==> config.mk <==
export PLATFORM = sky130hd
export DESIGN_NAME = icnt_trigger
export DESIGN_NICKNAME = d
export VERILOG_FILES = /design/src/rtl/icnt_pkg.sv /design/src/rtl/icnt_priv_match.sv /design/src/rtl/icnt_slot.sv /design/src/rtl/icnt_csr_view.sv /design/src/rtl/icnt_trigger.sv
export SDC_FILE = /design/constraint.sdc
export NUM_CORES = 1
export LEC_CHECK = 0
export ABC_AREA = 0
export BUFFER_PORTS_ARGS = -buffer_cell sky130_fd_sc_hd__buf_2
export CELL_PAD_IN_SITES_DETAIL_PLACEMENT = 1
export CELL_PAD_IN_SITES_GLOBAL_PLACEMENT = 1
export CORE_AREA = 8 8 90 92
export CTS_CLUSTER_DIAMETER = 100
export CTS_CLUSTER_SIZE = 28
export DETAILED_ROUTE_END_ITERATION = 7
export DIE_AREA = 0 0 98 100
export GPL_ROUTABILITY_DRIVEN = 0
export PLACE_DENSITY_LB_ADDON = 0.12
export SYNTH_ARGS = -nofsm -noshare
export SYNTH_HDL_FRONTEND = slang
export SYNTH_SLANG_ARGS = --single-unit
==> constraint.sdc <==
create_clock -name clk -period 3.61 [get_ports clk]
set_clock_uncertainty 0.1 [all_clocks]
set_input_delay 1.083 -clock clk [delete_from_list [all_inputs] [get_ports clk]]
set_output_delay 1.083 -clock clk [all_outputs]
set_load 0.01 [all_outputs]
==> src/rtl/icnt_pkg.sv <==
package icnt_pkg;
  localparam int CNT_LO  = 10;
  localparam int CNT_W   = 14;
  localparam int EN_U    = 6;
  localparam int EN_S    = 7;
  localparam int EN_M    = 9;
  localparam int EN_VU   = 25;
  localparam int EN_VS   = 26;
  localparam logic [3:0] TYPE_CODE = 4'd3;

  typedef enum logic [1:0] {
    PRV_U   = 2'd0,
    PRV_S   = 2'd1,
    PRV_RSV = 2'd2,
    PRV_M   = 2'd3
  } prv_e;

  typedef struct packed {
    logic             vs;
    logic             vu;
    logic             m;
    logic             s;
    logic             u;
    logic [CNT_W-1:0] cnt;
  } icnt_cfg_t;
endpackage

==> src/rtl/icnt_priv_match.sv <==
module icnt_priv_match
  import icnt_pkg::*;
(
  input  icnt_cfg_t  cfg_i,
  input  logic [1:0] priv_i,
  input  logic       virt_i,
  output logic       hit_o
);
  always_comb begin
    hit_o = 1'b0;
    if (virt_i) begin
      unique case (prv_e'(priv_i))
        PRV_U:   hit_o = cfg_i.vu;
        PRV_S:   hit_o = cfg_i.vs;
        default: hit_o = 1'b0;
      endcase
    end else begin
      unique case (prv_e'(priv_i))
        PRV_U:   hit_o = cfg_i.u;
        PRV_S:   hit_o = cfg_i.s;
        PRV_M:   hit_o = cfg_i.m;
        default: hit_o = 1'b0;
      endcase
    end
  end
endmodule

==> src/rtl/icnt_slot.sv <==
module icnt_slot
  import icnt_pkg::*;
(
  input  logic      clk,
  input  logic      rst_n,
  input  logic      wr_hit_i,
  input  icnt_cfg_t wr_cfg_i,
  input  logic      retire_i,
  input  logic      mode_hit_i,
  output icnt_cfg_t cfg_o,
  output logic      fire_o
);
  icnt_cfg_t cfg_q;
  logic      fire_q;
  logic      step;

  // Decrement only when no write targets this slot and the count is live.
  assign step = retire_i && mode_hit_i && (cfg_q.cnt != '0) && !wr_hit_i;

  always_ff @(posedge clk) begin
    if (!rst_n) begin
      cfg_q  <= '0;
      fire_q <= 1'b0;
    end else begin
      fire_q <= 1'b0;
      if (wr_hit_i) begin
        cfg_q <= wr_cfg_i;
      end else if (step) begin
        cfg_q.cnt <= cfg_q.cnt - CNT_W'(1);
        fire_q    <= (cfg_q.cnt == CNT_W'(1));
      end
    end
  end

  assign cfg_o  = cfg_q;
  assign fire_o = fire_q;
endmodule

==> src/rtl/icnt_csr_view.sv <==
module icnt_csr_view
  import icnt_pkg::*;
#(
  parameter int NUM_TRIG = 2,
  parameter int XLEN     = 32,
  localparam int SEL_W   = (NUM_TRIG > 1) ? $clog2(NUM_TRIG) : 1
) (
  input  icnt_cfg_t [NUM_TRIG-1:0] cfg_all_i,
  input  logic [SEL_W-1:0]         rsel_i,
  output logic [XLEN-1:0]          rdata_o
);
  localparam int TYPE_LO = XLEN - 4;

  always_comb begin
    rdata_o = '0;
    rdata_o[TYPE_LO +: 4] = TYPE_CODE;
    for (int i = 0; i < NUM_TRIG; i++) begin
      if (rsel_i == SEL_W'(i)) begin
        rdata_o[CNT_LO +: CNT_W] = cfg_all_i[i].cnt;
        rdata_o[EN_U]  = cfg_all_i[i].u;
        rdata_o[EN_S]  = cfg_all_i[i].s;
        rdata_o[EN_M]  = cfg_all_i[i].m;
        rdata_o[EN_VU] = cfg_all_i[i].vu;
        rdata_o[EN_VS] = cfg_all_i[i].vs;
      end
    end
  end
endmodule

==> src/rtl/icnt_trigger.sv <==
module icnt_trigger
  import icnt_pkg::*;
#(
  parameter int NUM_TRIG = 2,
  parameter int XLEN     = 32,
  localparam int SEL_W   = (NUM_TRIG > 1) ? $clog2(NUM_TRIG) : 1
) (
  input  logic                clk,
  input  logic                rst_n,
  input  logic                retire_i,
  input  logic [1:0]          priv_i,
  input  logic                virt_i,
  input  logic                csr_we_i,
  input  logic [SEL_W-1:0]    csr_sel_i,
  input  logic [XLEN-1:0]     csr_wdata_i,
  input  logic [SEL_W-1:0]    csr_rsel_i,
  output logic [XLEN-1:0]     csr_rdata_o,
  output logic [NUM_TRIG-1:0] fire_o
);
  icnt_cfg_t                wr_cfg;
  icnt_cfg_t [NUM_TRIG-1:0] cfg_all;

  // Legalize the written word: only enables and count survive.
  always_comb begin
    wr_cfg.cnt = csr_wdata_i[CNT_LO +: CNT_W];
    wr_cfg.u   = csr_wdata_i[EN_U];
    wr_cfg.s   = csr_wdata_i[EN_S];
    wr_cfg.m   = csr_wdata_i[EN_M];
    wr_cfg.vu  = csr_wdata_i[EN_VU];
    wr_cfg.vs  = csr_wdata_i[EN_VS];
  end

  for (genvar g = 0; g < NUM_TRIG; g++) begin : g_slot
    logic mode_hit;
    logic wr_hit;

    assign wr_hit = csr_we_i && (csr_sel_i == SEL_W'(g));

    icnt_priv_match u_match (
      .cfg_i  (cfg_all[g]),
      .priv_i (priv_i),
      .virt_i (virt_i),
      .hit_o  (mode_hit)
    );

    icnt_slot u_slot (
      .clk        (clk),
      .rst_n      (rst_n),
      .wr_hit_i   (wr_hit),
      .wr_cfg_i   (wr_cfg),
      .retire_i   (retire_i),
      .mode_hit_i (mode_hit),
      .cfg_o      (cfg_all[g]),
      .fire_o     (fire_o[g])
    );
  end

  icnt_csr_view #(
    .NUM_TRIG (NUM_TRIG),
    .XLEN     (XLEN)
  ) u_view (
    .cfg_all_i (cfg_all),
    .rsel_i    (csr_rsel_i),
    .rdata_o   (csr_rdata_o)
  );
endmodule

==> impl_metrics.json, run 1 <==
{
  "synth_top_area_share_pct": 31.1,
  "grt_pass1_wl_um": 13300,
  "routed_via_density": 5.66,
  "layout-area-overhead-vs-synth_pct": 14.0,
  "slew_viol_final": 0,
  "startpoint_type": "primary input",
  "fmax_mhz": 308,
  "reg2regPathDepth": 7,
  "layout-drive-gt1-share_pct": 25.1,
  "critPathKind": "in2out",
  "io_pins": 75,
  "final_hold_viol_count": 0,
  "chipWidth_um": 98,
  "yosys_warnings": 0,
  "crit_fanout": 20,
  "clk_pin_slew_ns": 0.07,
  "clkPwrFrac_pct": 31.5,
  "min_to": "g_slot[1].u_slot.cfg_o[16]",
  "final_cell_count_no_fill": 442,
  "crit_top_cell": "buf_2",
  "crit_chain": "buf_2 > buf_4 > nand2_1 > o21ai_0 > buf_2",
  "firstDrtPassIters": 4,
  "slowest_delay_ns": 0.41,
  "synthTopCellsByCount": "dfxtp_1, o21ai_0, nand2_1, a21oi_1, mux2_2",
  "p_comb_share_pct": 25.6,
  "synth_compound_area_share_pct": 20.7,
  "first_iter_violations": 74,
  "drc_errors": 0,
  "holdBufCountCts": 0,
  "r2r_start": "g_slot[1].u_slot.cfg_o[0]",
  "die_y_um": 100,
  "ys_seq_elements": 40,
  "drt-total-wl_um": 8040,
  "cellLeakagePower_nw": 1.17,
  "cp-end-kind": "output port",
  "max-slew-margin-rel_pct": 53.3,
  "irDropWorstVdd_mv": 0.178,
  "arrival_ns": 2.06,
  "yosys.area_share.simple_pct": 23.9,
  "dieArea_um2": 9800,
  "r2r_slack_ns": 1.15,
  "crit_buf_inv": 3,
  "syn-cell-area_um2": 2570,
  "antenna_cells": 0,
  "synth_top_cells_by_area": "dfxtp_1, mux2_2, o21ai_0, buf_4, nand2_1",
  "power.switching_uw": 395,
  "place_hpwl_um": 5960,
  "wl_per_cell_um": 18.2,
  "antenna_found_initial": 0,
  "yosysTopAreaCell": "dfxtp_1",
  "post-cts-setup-buffers": 0,
  "dpl_cell_area_um2": 2830,
  "period_share_pct": 89.9,
  "status": "finished, final reports clean",
  "grtUsageTotal_pct": 16.9,
  "final_core_util_pct": 44.1,
  "swShare_pct": 32.9,
  "overflow": 0,
  "cap_violations": 0,
  "synth-xor-area-share_pct": 3.75,
  "cts-htree-levels": 2,
  "syn_inst": 319,
  "hold_path_startpoint": "g_slot[1].u_slot.cfg_o[16]",
  "stdcell_area_um2": 2930,
  "cts-root-buf": "clkbuf_8",
  "setup_tns_ns": 0,
  "rows": 30,
  "cts.sinks": 40,
  "synth_edf_count": 0,
  "hp-class": "reg2reg",
  "synth_top_family_by_area": "simple AND/OR/NAND/NOR gates",
  "worst_slew_pin_slew_ns": 0.699,
  "cts.repair.resized": 0,
  "slowest_stage": "buf_2",
  "synth_mux_area_share_pct": 8.61,
  "ant_nets": 0,
  "portBuffers": 48,
  "worstReg2RegEnd": "g_slot[1].u_slot.cfg_o[0]",
  "vias": 2500,
  "core_area_um2": 6640,
  "yosysMostFrequentCell": "dfxtp_1",
  "clk_latency_ns": 0.30,
  "start_util_pct": 38.7,
  "synth_fa_ha_area_share_pct": 2.92,
  "cpLargestDelayFamily": "buffers and inverters",
  "synth_ff_type": "dfxtp_1",
  "cp.required_ns": 2.43,
  "power_mw": 1.20,
  "dp.cells": 434,
  "final_nets": 408,
  "grt_setup_unrepaired": "no",
  "power_frac_seq_pct": 42.9,
  "cts_max_path_buffers": 2,
  "power_density_nw_per_um2": 410,
  "synthArstFlopShare_pct": 0,
  "final-setup-viol-count": 0,
  "cts_tree": "done",
  "synth_area_per_cell_um2": 8.06,
  "layout_min_cycle_time_ns": 3.25,
  "yosysSeqAreaShare_pct": 31.1,
  "synth_cell_types": 51,
  "grt_max_degree": 35,
  "hold_path_depth": 2,
  "grt_pass1_vias": 2653,
  "cts_buffers": 5,
  "internal_power_uw": 807
}
layer usage:
| layer | GRT usage (%) | vias to the layer above | part of all wire (%) |
|---|---|---|---|
| met5 | 0 | - | 0 |
| met4 | 5.64 | 0 | 1.4 |
| met3 | 2.77 | 10 | 2.4 |
| met2 | 28.6 | 35 | 48 |
| met1 | 21.4 | 1223 | 48 |
| li1 | - | 1232 | - |
area by class of cell:
class / instances / area [um2]
fill: 834 / 3710
tap: 80 / 100
clock inverter: 2 / 35.0
inverter: 9 / 33.8
clock buffer: 6 / 72.6
sequential: 40 / 801
multi-input combinational: 249 / 1590
timing repair buffer: 56 / 300
cells in the final DEF, fill, tap and decap left out, types with 2 or more instances in the layout:
cell and instances:
or4_1 10, buf_2 48, ha_1 6, nand2_1 31, or3_1 9, nor4_1 10
clkbuf_8 5, xor2_1 4, nand4_1 8, nor3_1 3, dfxtp_1 40, o31ai_1 7
xnor2_1 7, mux2i_1 3, a31oi_1 16, inv_1 9, conb_1 13, nor2_1 8
mux2_2 17, a21o_1 2, a21oi_1 21, o21ai_0 38, buf_4 8, nor2b_1 3
or2_2 2, nand3_1 8
power by group through the flow:
| stage | Clock [mW] | Sequential [mW] | Combinational (mW) |
|---|---|---|---|
| 2_1_floorplan | 0 | 0.509 | 0.227 |
| 3_3_place_gp | 0 | 0.524 | 0.302 |
| 3_5_place_dp | 0 | 0.525 | 0.307 |
| 4_1_cts | 0.385 | 0.515 | 0.309 |
| 5_1_grt | 0.405 | 0.522 | 0.344 |
| 6_report | 0.379 | 0.515 | 0.308 |
stage by stage:
stage / hold slack, ns / worst slack, ns
2_1_floorplan: 0.337 / 0.623
3_3_place_gp: 0.359 / 0.376
5_1_grt: 0.392 / 0.315
3_5_place_dp: 0.369 / 0.373
6_report: 0.376 / 0.365
4_1_cts: 0.380 / 0.373
worst max path at each step:
stage / from / to / slack [ns] / cells after the start
final: csr_rsel_i / csr_rdata_o[11] / 0.36 / 5
after global routing: csr_rsel_i / csr_rdata_o[11] / 0.31 / 5
after CTS: csr_rsel_i / csr_rdata_o[23] / 0.37 / 3
after detailed placement: csr_rsel_i / csr_rdata_o[23] / 0.37 / 3
after global placement: csr_rsel_i / csr_rdata_o[23] / 0.38 / 3
after floorplan: csr_rsel_i / csr_rdata_o[12] / 0.62 / 2
state kept, by name, summed over array words and instances, names as in the netlist:
register and flops:
g_slot.u_slot.cfg_o 38, g_slot.u_slot.fire_o 2
worst min-delay path: stages (launching register included):
cell	delay, ns
dfxtp_1	0.33
nand2_1	0.06
a21oi_1	0.05
cells by family (layout without fill, tap and decap cells):
family	after synthesis	after routing
AOI/OAI and AO/OA	92	92
xor gates and xnor gates	11	11
adders and majority gates	6	6
buffers and inverters	41	73
DFF	40	40
muxes	20	20
other	2	13
and+or+nand+nor	107	107
(Power assumes the default switching activity.)
==> run 2, diff against run 1 <==
CTS_CLUSTER_SIZE = 20   (was 28)
RECOVER_POWER = 50   (was unset)
==> run 2 against run 1 <==
Hold slack worse by 0.0028 ns. Final area decreased by 0.47%. Global-route usage did not move. Sequential share of layout area is 0.13 points higher. The flow now finishes with violations (max-capacitance violations, max-slew violations). Worst setup slack improved by 0.011 ns. Register-to-register slack worse by 0.04 ns. Via count grew 0.24%.
==> impl_metrics.json, run 2 (synthesis gave the netlist of run 1 again) <==
{
  "rows": 30,
  "cts_buffers": 5,
  "grt_setup_unrepaired": "no",
  "antenna_found_initial": 0,
  "violations": "max-capacitance violations, max-slew violations",
  "holdBufCountCts": 0,
  "post-cts-setup-buffers": 0,
  "slew_viol_final": 35,
  "cp.required_ns": 2.43,
  "cts-root-buf": "clkbuf_8",
  "routed_via_density": 5.67,
  "portBuffers": 48,
  "grt_pass1_wl_um": 13300,
  "layout_common_cells": "buf_2, dfxtp_1, o21ai_0",
  "crit_fanout": 20,
  "power_density_nw_per_um2": 411,
  "max-slew-margin-rel_pct": -2.13,
  "layout_min_cycle_time_ns": 3.23,
  "fmax_mhz": 309,
  "core_area_um2": 6640,
  "wl_met2_um": 3790,
  "cts.sinks": 40,
  "wl_per_cell_um": 18.2,
  "hp-class": "reg2reg",
  "grtUsageTotal_pct": 16.9,
  "fillCellCount": 837,
  "period_share_pct": 89.6,
  "io_pins": 75,
  "cts_tree": "done",
  "final_nets": 408,
  "dr_wl_met3_um": 262,
  "drt-total-wl_um": 8030,
  "start_util_pct": 38.7,
  "m1WireLength_um": 3860,
  "drc_errors": 0,
  "largest_reg_flops": 38,
  "place_hpwl_um": 5960,
  "grt_max_degree": 35,
  "stdcell_area_um2": 2920,
  "layout-area-overhead-vs-synth_pct": 13.5,
  "arrival_ns": 2.05,
  "ant_nets": 0,
  "final-setup-viol-count": 0,
  "overflow": 0,
  "clk_pin_slew_ns": 0.07,
  "antenna_cells": 0,
  "cts_max_path_buffers": 2,
  "highest_layer": "met4",
  "setup_tns_ns": 0,
  "cap_violations": 1,
  "cp-end-kind": "output port",
  "cts-htree-levels": 2,
  "cellLeakagePower_nw": 1.15,
  "first_iter_violations": 67,
  "firstDrtPassIters": 4,
  "status": "finished, violations left",
  "startpoint_type": "primary input",
  "die_y_um": 100,
  "dieArea_um2": 9800,
  "vias": 2506,
  "cts.repair.resized": 0,
  "chipWidth_um": 98,
  "dpl_cell_area_um2": 2830,
  "grt_pass1_vias": 2653,
  "layout-drive-gt1-share_pct": 23.2,
  "worst_slew_pin_slew_ns": 1.53,
  "final_hold_viol_count": 0,
  "clk_latency_ns": 0.30,
  "irDropWorstVdd_mv": 0.177,
  "layout_commonest_cell": "buf_2",
  "critPathKind": "in2out"
}
run 2: cell types whose count changed in the layout (fill, tap and decap cells not counted):
cell      before  now
buf_2         48   43
and2_0         1    2
buf_4          8    6
and2_1         1    0
clkbuf_1       1    8
run 2: worst paths after layout:
| kind | end | depth (start not counted) | slack, ns | start |
|---|---|---|---|---|
| setup / recovery | csr_rdata_o[23] | 3 | 0.38 | csr_rsel_i |
| hold / removal | g_slot[1].u_slot.cfg_o[16] | 2 | 0.37 | g_slot[1].u_slot.cfg_o[16] |
| setup reg to reg | g_slot[1].u_slot.cfg_o[0] | 7 | 1.11 | g_slot[1].u_slot.cfg_o[0] |
| hold reg to reg | g_slot[1].u_slot.cfg_o[16] | 2 | 0.37 | g_slot[1].u_slot.cfg_o[16] |
run 2: report_power, final:
| group | switching [mW] | leakage (nW) | internal, mW |
|---|---|---|---|
| Combinational | 0.180 | 0.764 | 0.126 |
| Clock | 0.173 | 0.0552 | 0.206 |
| Sequential | 0.0416 | 0.329 | 0.473 |
run 2: critical path, cell delays in order:
cell    delay [ns]
buf_2         0.40
mux2_2        0.41
buf_2         0.15
run 2: final cells by class:
| class | instances | area (um2) | area share (%) |
|---|---|---|---|
| Sequential cell | 40 | 801 | 27.4 |
| Clock buffer | 6 | 72.6 | 2.49 |
| Multi-Input combinational cell | 249 | 1590 | 54.5 |
| Clock inverter | 2 | 35.0 | 1.20 |
| Inverter | 9 | 33.8 | 1.16 |
| Timing Repair Buffer | 56 | 287 | 9.82 |
| Tap cell | 80 | 100 | 3.43 |
run 2: metal layers:
layer	vias to the layer above	track usage [%]
li1	1235	-
met1	1219	21.4
met2	42	28.6
met3	10	2.77
met4	0	5.64
met5	-	0
run 2: through the flow:
stage | instances | power, mW | worst slack (ns) | hold slack, ns | util (%)
floorplan | 330 | 0.736 | 0.623 | 0.337 | -
global placement | 434 | 0.826 | 0.376 | 0.359 | 42.5
detailed placement | 434 | 0.833 | 0.373 | 0.369 | 42.5
CTS | 442 | 1.21 | 0.373 | 0.380 | 44.1
global route | 442 | 1.27 | 0.315 | 0.392 | 43.9
finish | 442 | 1.20 | 0.376 | 0.373 | 43.9
==> run 3, diff against run 2 <==
GPL_TIMING_DRIVEN = 0   (was unset)
==> run 3 against run 2 <==
The flow now finishes without violations. Count of clock-buffer cells in the layout grew 1. Non-clock buffer count is 23 higher. Global-route usage increased by 1.1 points. Clock power increased by 10%. Combinational power grew 6.5%. Register-to-register slack worse by 0.09 ns. Sequential share of layout area is 1.3 points lower. Critical path depth increased by 1. Largest cell class unchanged.
==> impl_metrics.json, run 3 (synthesis gave the netlist of run 1 again) <==
{
  "overflow": 0,
  "clk_pin_slew_ns": 0.08,
  "layout_setup_ws_ns": 0.0432,
  "cellLeakagePower_nw": 1.23,
  "final_nets": 431,
  "largest_reg_flops": 38,
  "cts-htree-levels": 2,
  "slew_viol_final": 0,
  "reg2regPathDepth": 8,
  "cp-end-kind": "output port",
  "start_util_pct": 38.7,
  "routed_via_density": 5.64,
  "io_pins": 75,
  "internal_power_uw": 852,
  "cts_buffers": 5,
  "antenna_cells": 0,
  "critPathLaunch": "csr_rsel_i",
  "firstDrtPassIters": 4,
  "layout_common_cells": "buf_2, dfxtp_1, o21ai_0",
  "portBuffers": 47,
  "post-cts-setup-buffers": 0,
  "worstReg2RegEnd": "g_slot[1].u_slot.cfg_o[0]",
  "wl_per_cell_um": 19.0,
  "core_area_um2": 6640,
  "power.switching_uw": 405,
  "power_frac_seq_pct": 40.9,
  "r2r_slack_ns": 1.02,
  "period_share_pct": 98.8,
  "fmax_mhz": 280,
  "power_density_nw_per_um2": 410,
  "rows": 30,
  "irDropWorstVdd_mv": 0.166,
  "worst_slew_pin_slew_ns": 0.777,
  "grt_pass1_wl_um": 14100,
  "cp.required_ns": 2.43,
  "layout_min_cycle_time_ns": 3.57,
  "pre_cts_slack_ns": 0.0405,
  "cts_tree": "done",
  "r2r_start": "g_slot[1].u_slot.cfg_o[0]",
  "status": "finished, final reports clean",
  "ant_nets": 0,
  "grt_pass1_vias": 2656,
  "first_iter_violations": 89,
  "clk_latency_ns": 0.30,
  "final_hold_viol_count": 0,
  "layout_commonest_cell": "buf_2",
  "fillCellCount": 847,
  "cap_violations": 0,
  "startpoint_type": "primary input",
  "layout-drive-gt1-share_pct": 24.4,
  "cts_max_path_buffers": 2,
  "hp-class": "reg2reg",
  "dieArea_um2": 9800,
  "swShare_pct": 32.2,
  "final-setup-viol-count": 0,
  "holdBufCountCts": 0,
  "die_y_um": 100,
  "cts-root-buf": "clkbuf_8",
  "grtUsageTotal_pct": 18.0,
  "cts.repair.resized": 0,
  "clkPwrFrac_pct": 33.1,
  "cts.sinks": 40,
  "p_comb_share_pct": 25.9,
  "antenna_found_initial": 0,
  "arrival_ns": 2.38,
  "setup_tns_ns": 0,
  "grt_max_degree": 13,
  "grt_setup_unrepaired": "no",
  "crit_end": "csr_rdata_o[19]",
  "crit_fanout": 10,
  "chipWidth_um": 98,
  "vias": 2621,
  "critPathKind": "in2out",
  "max-slew-margin-rel_pct": 48.2,
  "place_hpwl_um": 6780,
  "drt-total-wl_um": 8820,
  "drc_errors": 0,
  "layout-area-overhead-vs-synth_pct": 19.2
}
## run 3: power by group through the flow
stage	combinational, mW	sequential, mW	clock [mW]
finish	0.326	0.515	0.416
global route	0.362	0.521	0.438
CTS	0.327	0.514	0.422
detailed placement	0.325	0.524	0
global placement	0.319	0.523	0
floorplan	0.227	0.509	0
## run 3: how the worst min path moves through the flow
stage,start,to,cells past startpoint
2_1_floorplan,g_slot[1].u_slot.cfg_o[13],g_slot[1].u_slot.fire_o,1
3_3_place_gp,g_slot[1].u_slot.cfg_o[15],g_slot[1].u_slot.cfg_o[15],2
3_5_place_dp,g_slot[1].u_slot.cfg_o[16],g_slot[1].u_slot.cfg_o[16],2
4_1_cts,g_slot[1].u_slot.cfg_o[16],g_slot[1].u_slot.cfg_o[16],2
5_1_grt,g_slot[1].u_slot.cfg_o[15],g_slot[1].u_slot.cfg_o[15],2
6_report,g_slot[1].u_slot.cfg_o[16],g_slot[1].u_slot.cfg_o[16],2
## run 3: critical path, stage by stage
cell    delay (ns)
buf_2         0.13
buf_1         0.60
mux2_2        0.42
buf_2         0.14
## run 3: layout make-up
class | instances | area [um2] | share of cell area, %
well taps | 80 | 100 | 3.27
clock inverters | 1 | 30.0 | 0.980
flip-flops and latches | 40 | 801 | 26.1
multi-input cells | 249 | 1590 | 51.9
inverters | 9 | 33.8 | 1.10
clock buffers | 7 | 96.3 | 3.14
plain buffers | 32 | 184 | 6.00
repair buffers | 47 | 230 | 7.51
## run 3: layer usage
metal | track usage, % | wire length, um | part of all wire (%)
met1 | 22.9 | 4070 | 46
met2 | 30.7 | 4210 | 48
met3 | 3.74 | 436 | 4.9
met4 | 3.84 | 100 | 1.1
met5 | 0 | 0 | 0
## run 3: through the flow
step / area, um2 / util [%] / hold slack (ns) / instances / power [mW]
after global placement: 2950 / 44.4 / 0.359 / 457 / 0.841
after global routing: 3070 / 46.1 / 0.398 / 465 / 1.32
after detailed placement: 2950 / 44.4 / 0.368 / 457 / 0.849
final: 3070 / 46.1 / 0.379 / 465 / 1.26
after CTS: 3080 / 46.3 / 0.380 / 465 / 1.26
after floorplan: 2610 / - / 0.337 / 330 / 0.736
